==> src/rtl/fskw_pkg.sv <==
package fskw_pkg;

  typedef enum logic [1:0] {
    DIR_HOLD = 2'd0,
    DIR_UP   = 2'd1,
    DIR_DOWN = 2'd2
  } walk_dir_e;

  // Cycles spent on one rung: setting * clocks-per-unit spread over the rungs of one half.
  function automatic int unsigned rung_hold(input int unsigned setting,
                                            input int unsigned per_unit,
                                            input int unsigned rungs);
    int unsigned q;
    q = (setting * per_unit) / rungs;
    return (q == 0) ? 1 : q;
  endfunction

  // Highest level index of a ladder built from 'rungs' magnitudes on each side.
  function automatic int unsigned ladder_top(input int unsigned rungs);
    return 2 * rungs - 1;
  endfunction

endpackage

==> src/rtl/fskw_step_timer.sv <==
module fskw_step_timer #(
  parameter int CNT_W = 11
) (
  input  logic             clk,
  input  logic             rst_n,
  input  logic             en,
  input  logic             restart,
  input  logic             moving,
  input  logic [CNT_W-1:0] hold,
  output logic             step
);

  logic [CNT_W-1:0] cnt_q;

  assign step = en && !restart && moving && (cnt_q == hold - CNT_W'(1));

  always_ff @(posedge clk or negedge rst_n) begin
    if (!rst_n)                                   cnt_q <= '0;
    else if (!en || restart || !moving || step)   cnt_q <= '0;
    else                                          cnt_q <= cnt_q + CNT_W'(1);
  end

endmodule

==> src/rtl/fskw_level_walker.sv <==
module fskw_level_walker
  import fskw_pkg::*;
#(
  parameter int LVL_W = 4,
  parameter int TOP   = 9
) (
  input  logic             clk,
  input  logic             rst_n,
  input  logic             en,
  input  logic             bit_i,
  input  logic             step,
  output logic [LVL_W-1:0] lvl_q,
  output logic [LVL_W-1:0] lvl_nxt,
  output logic [LVL_W-1:0] tgt_lvl,
  output logic             data_chg,
  output logic             moving
);

  localparam logic [LVL_W-1:0] TOP_L = LVL_W'(TOP);

  logic      data_q;
  walk_dir_e dir;

  assign tgt_lvl  = bit_i ? TOP_L : '0;
  assign moving   = (lvl_q != tgt_lvl);
  assign data_chg = (bit_i != data_q);

  always_comb begin
    if (!moving)                dir = DIR_HOLD;
    else if (tgt_lvl > lvl_q)   dir = DIR_UP;
    else                        dir = DIR_DOWN;
  end

  always_comb begin
    lvl_nxt = lvl_q;
    if (!en) begin
      lvl_nxt = tgt_lvl;
    end else if (step) begin
      unique case (dir)
        DIR_UP:   lvl_nxt = lvl_q + LVL_W'(1);
        DIR_DOWN: lvl_nxt = lvl_q - LVL_W'(1);
        default:  lvl_nxt = lvl_q;
      endcase
    end
  end

  always_ff @(posedge clk or negedge rst_n) begin
    if (!rst_n) begin
      lvl_q  <= '0;
      data_q <= 1'b0;
    end else begin
      lvl_q  <= lvl_nxt;
      data_q <= bit_i;
    end
  end

endmodule

==> src/rtl/fskw_word_out.sv <==
module fskw_word_out #(
  parameter int W     = 28,
  parameter int DEV_W = 8,
  parameter int STEPS = 5,
  parameter int LVL_W = 4
) (
  input  logic                   clk,
  input  logic                   rst_n,
  input  logic                   en,
  input  logic [W-1:0]           base,
  input  logic [STEPS*DEV_W-1:0] dev,
  input  logic [LVL_W-1:0]       lvl_nxt,
  input  logic                   busy_nxt,
  output logic [W-1:0]           word_q,
  output logic                   busy_q
);

  localparam int LEVELS = 2 * STEPS;
  localparam int OFF_W  = DEV_W + 1;

  logic signed [OFF_W-1:0] off_tab [LEVELS];
  logic signed [OFF_W-1:0] off_sel;
  logic        [W-1:0]     word_nxt;

  function automatic logic [W-1:0] add_offset(input logic [W-1:0] b,
                                              input logic signed [OFF_W-1:0] o);
    logic [W-1:0] ext;
    ext = {{(W-OFF_W){o[OFF_W-1]}}, o};
    return b + ext;
  endfunction

  for (genvar g = 0; g < STEPS; g++) begin : g_ladder
    assign off_tab[g]         = -$signed({1'b0, dev[(STEPS-1-g)*DEV_W +: DEV_W]});
    assign off_tab[STEPS + g] =  $signed({1'b0, dev[g*DEV_W +: DEV_W]});
  end

  always_comb begin
    off_sel = '0;
    for (int k = 0; k < LEVELS; k++) begin
      if (lvl_nxt == LVL_W'(k)) off_sel = off_tab[k];
    end
  end

  assign word_nxt = add_offset(base, off_sel);

  always_ff @(posedge clk or negedge rst_n) begin
    if (!rst_n) begin
      word_q <= '0;
      busy_q <= 1'b0;
    end else begin
      word_q <= en ? word_nxt : base;
      busy_q <= busy_nxt;
    end
  end

endmodule

==> src/rtl/fsk_stair_word.sv <==
module fsk_stair_word
  import fskw_pkg::*;
#(
  parameter int N_W       = 8,
  parameter int BYTE_W    = 8,
  parameter int FRAC_HI_W = 4,
  parameter int DEV_W     = 8,
  parameter int STEPS     = 5,
  parameter int TT_W      = 8,
  parameter int PER_UNIT  = 4
) (
  input  logic                       clk,
  input  logic                       rst_n,
  input  logic                       enable,
  input  logic                       tx_bit,
  input  logic [N_W-1:0]             chan_int,
  input  logic [BYTE_W-1:0]          frac_lo,
  input  logic [BYTE_W-1:0]          frac_mid,
  input  logic [FRAC_HI_W-1:0]       frac_hi,
  input  logic [STEPS*DEV_W-1:0]     dev_steps,
  input  logic [TT_W-1:0]            trans_time,
  output logic [N_W+2*BYTE_W+FRAC_HI_W-1:0] freq_word,
  output logic                       shaping
);

  localparam int F_W   = 2 * BYTE_W + FRAC_HI_W;
  localparam int W     = N_W + F_W;
  localparam int TOP   = ladder_top(STEPS);
  localparam int LVL_W = $clog2(TOP + 1);
  localparam int CNT_W = TT_W + $clog2(PER_UNIT) + 1;

  logic [W-1:0]     base_word;
  logic [CNT_W-1:0] hold_len;
  logic [LVL_W-1:0] lvl_q, lvl_nxt, tgt_lvl;
  logic             data_chg, moving, step, busy_nxt;

  assign base_word = {chan_int, frac_hi, frac_mid, frac_lo};
  assign hold_len  = CNT_W'(rung_hold(32'(trans_time), PER_UNIT, STEPS));
  assign busy_nxt  = enable && (lvl_nxt != tgt_lvl);

  fskw_step_timer #(.CNT_W(CNT_W)) u_timer (
    .clk(clk), .rst_n(rst_n), .en(enable), .restart(data_chg),
    .moving(moving), .hold(hold_len), .step(step)
  );

  fskw_level_walker #(.LVL_W(LVL_W), .TOP(TOP)) u_walker (
    .clk(clk), .rst_n(rst_n), .en(enable), .bit_i(tx_bit), .step(step),
    .lvl_q(lvl_q), .lvl_nxt(lvl_nxt), .tgt_lvl(tgt_lvl),
    .data_chg(data_chg), .moving(moving)
  );

  fskw_word_out #(.W(W), .DEV_W(DEV_W), .STEPS(STEPS), .LVL_W(LVL_W)) u_out (
    .clk(clk), .rst_n(rst_n), .en(enable), .base(base_word), .dev(dev_steps),
    .lvl_nxt(lvl_nxt), .busy_nxt(busy_nxt), .word_q(freq_word), .busy_q(shaping)
  );

endmodule

==> config.mk <==
export PLATFORM = sky130hd
export DESIGN_NAME = fsk_stair_word
export DESIGN_NICKNAME = d
export VERILOG_FILES = /design/src/rtl/fskw_pkg.sv /design/src/rtl/fskw_step_timer.sv /design/src/rtl/fskw_level_walker.sv /design/src/rtl/fskw_word_out.sv /design/src/rtl/fsk_stair_word.sv
export SDC_FILE = /design/constraint.sdc
export NUM_CORES = 1
export LEC_CHECK = 0
export BUFFER_PORTS_ARGS = -buffer_cell sky130_fd_sc_hd__buf_4
export CORE_MARGIN = 5
export CORE_UTILIZATION = 64
export CTS_CLUSTER_SIZE = 14
export DETAILED_ROUTE_END_ITERATION = 7
export PLACE_DENSITY = 0.88
export SYNTH_ARGS = -nofsm -noshare
export SYNTH_HDL_FRONTEND = slang
export SYNTH_SLANG_ARGS = --single-unit
==> constraint.sdc <==
create_clock -name clk -period 16.1 [get_ports clk]
set_input_delay 1.61 -clock clk [delete_from_list [all_inputs] [get_ports clk]]
set_output_delay 1.61 -clock clk [all_outputs]
set_load 0.02 [all_outputs]
==> results.txt <==
- The run finished, with violations left.
- The checks that failed: design-rule violations.
* Setup total negative slack: 0 ns
- The largest total area in the synthesized netlist belongs to sky130_fd_sc_hd__dfrtp_1.
* Worst min path class: reg -> reg
- Top cells by count, synth: sky130_fd_sc_hd__nor2_1 (72), sky130_fd_sc_hd__nand2_1 (61), sky130_fd_sc_hd__inv_1 (59), sky130_fd_sc_hd__xnor2_1 (59), sky130_fd_sc_hd__a21oi_1 (57)
* Cell area after technology mapping: 0.00688 mm^2
- Chip Height: 114 um
- Counting distinct cell types in the post-synthesis netlist gives 110.
- Clock tree sinks: 45
* Power density of the placed cells: 74.1 mW/mm^2
- Most area-consuming cells after synthesis: sky130_fd_sc_hd__dfrtp_1 (16%), sky130_fd_sc_hd__ha_1 (7.6%), sky130_fd_sc_hd__xnor2_1 (7.5%), sky130_fd_sc_hd__a21oi_1 (4.1%), sky130_fd_sc_hd__nor2_1 (3.9%)
- Timing analysis after detailed placement gives a worst setup slack of 0.619 ns.
- The number of antenna diodes in the final layout is 0.
- Number of hold buffers added after cts: 0
- In the routed design, unresolved DRC markers number 11.
- In the synthesized netlist the dominant register cell turns out to be sky130_fd_sc_hd__dfrtp_1.
- Post-detailed-route wirelength per cell: 18.9 um
* Worst Slack Setup Final: 1.21 ns
- Post-route total power: 581 uW
* Final Cell Area: 0.00785 mm^2
- Number of nets in the layout: 1085
- The H-tree was split into 2 levels.
- Register-to-register setup slack: 7.72 ns
- The initial utilization of the core area, before any placement, comes to 66.0%.
* Minimum clock period: 14.89 ns
* Number of cells after detailed placement: 1090
- Final weighted congestion in routability-driven placement: 0.980
- Max Buffers Root-to-Sink: 2
* Detailed-route wire length: 20700 um
* RSZ-0062 raised after global routing: false
- Pin count of the biggest net entering global routing: 58
- Final setup violation count: 0
* Delay of the slowest cell on the worst path: 0.54 ns
- In this run the clock root is driven by a sky130_fd_sc_hd__clkbuf_8.
* Share of post-route cells with drive strength above 1: 20.4%
- The total area inside the core boundary comes to 0.0104 mm^2.
- Worst IR drop on VDD: 0.0563 mV
- Count of antenna-violating nets left after detailed routing: 0
* FFs w/ async S/R, synth: 100%
- During I/O placement, the number of pins put on the boundary was 109.
- Insertion delay to the later sink of the worst-skew pair: 0.31 ns
* Kind of start point of the critical path: input port
* Max-cap violation count: 0
- Slew at the pin with the worst max-slew slack: 0.875 ns
* IO buf count: 108
- Area Overhead vs Synth: 14.1%
- TritonCTS clock tree: done
- For this run, the number of Yosys warnings is 0.
* Via count of the first global-routing pass: 6882
- Critical Setup Path Class: in -> reg
* Max-slew headroom: 41.3%
- Buffers added to address setup during post-CTS repair amount to 0.
- Arrival time of data at the critical path endpoint: 15.10 ns
* Most prevalent standard cell on the critical path: sky130_fd_sc_hd__a21oi_1
* Number of buffers added by the clock tree synthesis step: 5
* Final standard cell count with taps included and fillers excluded: 1097
* Synth Register Bits: 45
- Crit. End Element: flop
- Number of placement rows: 37
- Multi-input combinational cell area: 0.00539 mm^2
* Half-perimeter wire length after detailed placement: 16100 um
- Standard cell area after detailed placement: 0.00771 mm^2
* Final number of hold-violating endpoints: 0
* Number of enable-type register cells in the synthesized netlist: 0
- For the final database, setup skew stands at 0.0144 ns.
* Die Outline Area: 0.0129 mm^2
* Highest net fanout along the worst path: 16
* Count of routing violations after the opening detailed-route iteration: 728
- Req. time, crit path: 16.31 ns
- Leakage power: 3.32 nW
- Wire length of the first global-routing pass: 33500 um
- Number of detailed-routing iterations run before antenna repair: 8
* Most repeated cell in the gate-level netlist after synthesis: sky130_fd_sc_hd__nor2_1
- Share of the clock period used by the worst path: 92.5%
* Via count: 7323
- Across the whole layout, storage elements account for 0.00113 mm^2.
- The number of antenna violations at the first check in global routing came to 0.
- DR vias/cell: 6.68
- After synthesis, the largest area contributor takes up 16.4% of total cell area.
- The number of max-slew violations in the final report is 0.
- For this design, the slowest cell found on the critical path is sky130_fd_sc_hd__or4_4.
* # fillers: 786
* GRT Residual Overflow: 0
* Clock edge transition at the registers on the reported setup and hold paths: 0.10 ns
- Peak Freq: 67.1 MHz
- Dividing the synthesized area by the synthesized cell count gives 7.87 um^2.
- Post-synthesis cell count: 874
- Counting every net in the synthesized netlist gives 998.
* Global Route Usage Sum: 31.1%
- For this run, the register share of the synthesized area comes to 16.4%.
* Horizontal extent of the die: 114 um
[final cells by class]
cell class                      count  area share [%]
Multi-Input combinational cell    738            68.7
Timing Repair Buffer              109            10.4
Tap cell                          136            2.17
Clock inverter                      2           0.494
Clock buffer                        5           0.877
Sequential cell                    45            14.4
Inverter                           62            2.97
[flip-flops by register name (all words and copies together), names as in the netlist]
name and flops:
u_timer.cnt_q 11, u_walker.data_q 1, u_walker.lvl_q 4, u_out.word_q 28
u_out.busy_q 1
[critical path: cells and delay by family]
kind	cells	cell delay, ns
compound gates	30	6.66
simple gates	16	3.71
fa+ha+maj	5	1.52
xor+xnor	3	0.41
mux	3	0.95
buf+inv	2	0.22
[layer usage]
layer / global-route usage, % / vias to the layer above / routed length, um / part of all wire [%]
met1: 43.7 / 3392 / 8700 / 42
met2: 47.8 / 430 / 9270 / 45
met5: 0 / - / 0 / 0
met4: 6.33 / 0 / 275 / 1.3
met3: 8.70 / 37 / 2460 / 12
li1: - / 3464 / - / -
[worst paths after layout]
kind	start	endpoint	cells past startpoint
worst max-delay path	trans_time[6]	u_out.word_q[26]	59
worst min-delay path	u_timer.cnt_q[10]	u_timer.cnt_q[10]	2
worst max register to register	u_walker.lvl_q[3]	u_out.word_q[27]	36
worst min register to register	u_timer.cnt_q[10]	u_timer.cnt_q[10]	2
max in group asynchronous	rst_n	u_out.word_q[14]	1
min in group asynchronous	rst_n	u_out.busy_q	1
[stage by stage]
step	utilization, %	hold WS, ns
finish	75.3	0.580
floorplan	-	0.527
global placement	74.0	0.546
CTS	75.1	0.586
detailed placement	74.0	0.566
global route	75.3	0.631
[layout by cell type (no fill, tap or decap), types with 5 or more instances in the layout]
cell | Yosys | routed
sky130_fd_sc_hd__a21boi_0 | 5 | 5
sky130_fd_sc_hd__or3_1 | 16 | 16
sky130_fd_sc_hd__a211oi_1 | 12 | 12
sky130_fd_sc_hd__o211ai_1 | 8 | 8
sky130_fd_sc_hd__a221oi_1 | 6 | 6
sky130_fd_sc_hd__mux2_2 | 23 | 23
sky130_fd_sc_hd__xnor2_1 | 59 | 59
sky130_fd_sc_hd__and2_1 | 10 | 9
sky130_fd_sc_hd__a211o_1 | 9 | 9
sky130_fd_sc_hd__and3_1 | 14 | 14
sky130_fd_sc_hd__nand3_1 | 45 | 45
sky130_fd_sc_hd__clkbuf_8 | 0 | 5
sky130_fd_sc_hd__o2111ai_1 | 6 | 6
sky130_fd_sc_hd__nand2_1 | 61 | 61
sky130_fd_sc_hd__nor3_1 | 25 | 25
sky130_fd_sc_hd__o21ai_0 | 37 | 37
sky130_fd_sc_hd__o21bai_1 | 15 | 15
sky130_fd_sc_hd__mux2i_1 | 9 | 9
sky130_fd_sc_hd__a32oi_1 | 5 | 5
sky130_fd_sc_hd__a31oi_1 | 11 | 11
sky130_fd_sc_hd__a21o_1 | 10 | 10
sky130_fd_sc_hd__nor4_1 | 9 | 8
sky130_fd_sc_hd__nand2b_1 | 7 | 7
sky130_fd_sc_hd__a21oi_1 | 57 | 57
sky130_fd_sc_hd__ha_1 | 42 | 42
sky130_fd_sc_hd__o31ai_1 | 7 | 7
sky130_fd_sc_hd__inv_1 | 59 | 59
sky130_fd_sc_hd__xor2_1 | 21 | 21
sky130_fd_sc_hd__nand4_1 | 15 | 15
sky130_fd_sc_hd__buf_4 | 2 | 109
sky130_fd_sc_hd__nor2_1 | 72 | 72
sky130_fd_sc_hd__dfrtp_1 | 45 | 45
[report_power, final]
part	total, mW	internal [mW]	switching, mW	leakage, nW
Combinational	0.357	0.146	0.211	2.72
Clock	0.0892	0.0461	0.0431	0.0546
Sequential	0.135	0.128	0.00740	0.553
Total	0.581	0.320	0.261	3.32
[cells by family after synthesis]
family,share of synthesized area [%]
fa+ha+maj,8.37
simple gates,24.1
buf+inv,5.60
flops,16.4
xor+xnor,10.2
mux,5.93
compound gates,29.4
[timing repair]
item,4_1_cts,5_1_grt
endpoints found under the hold margin,0,0
resized for setup,0,5
setup endpoints to repair,0,5
Note: power is estimated with default switching activity, not from simulation.
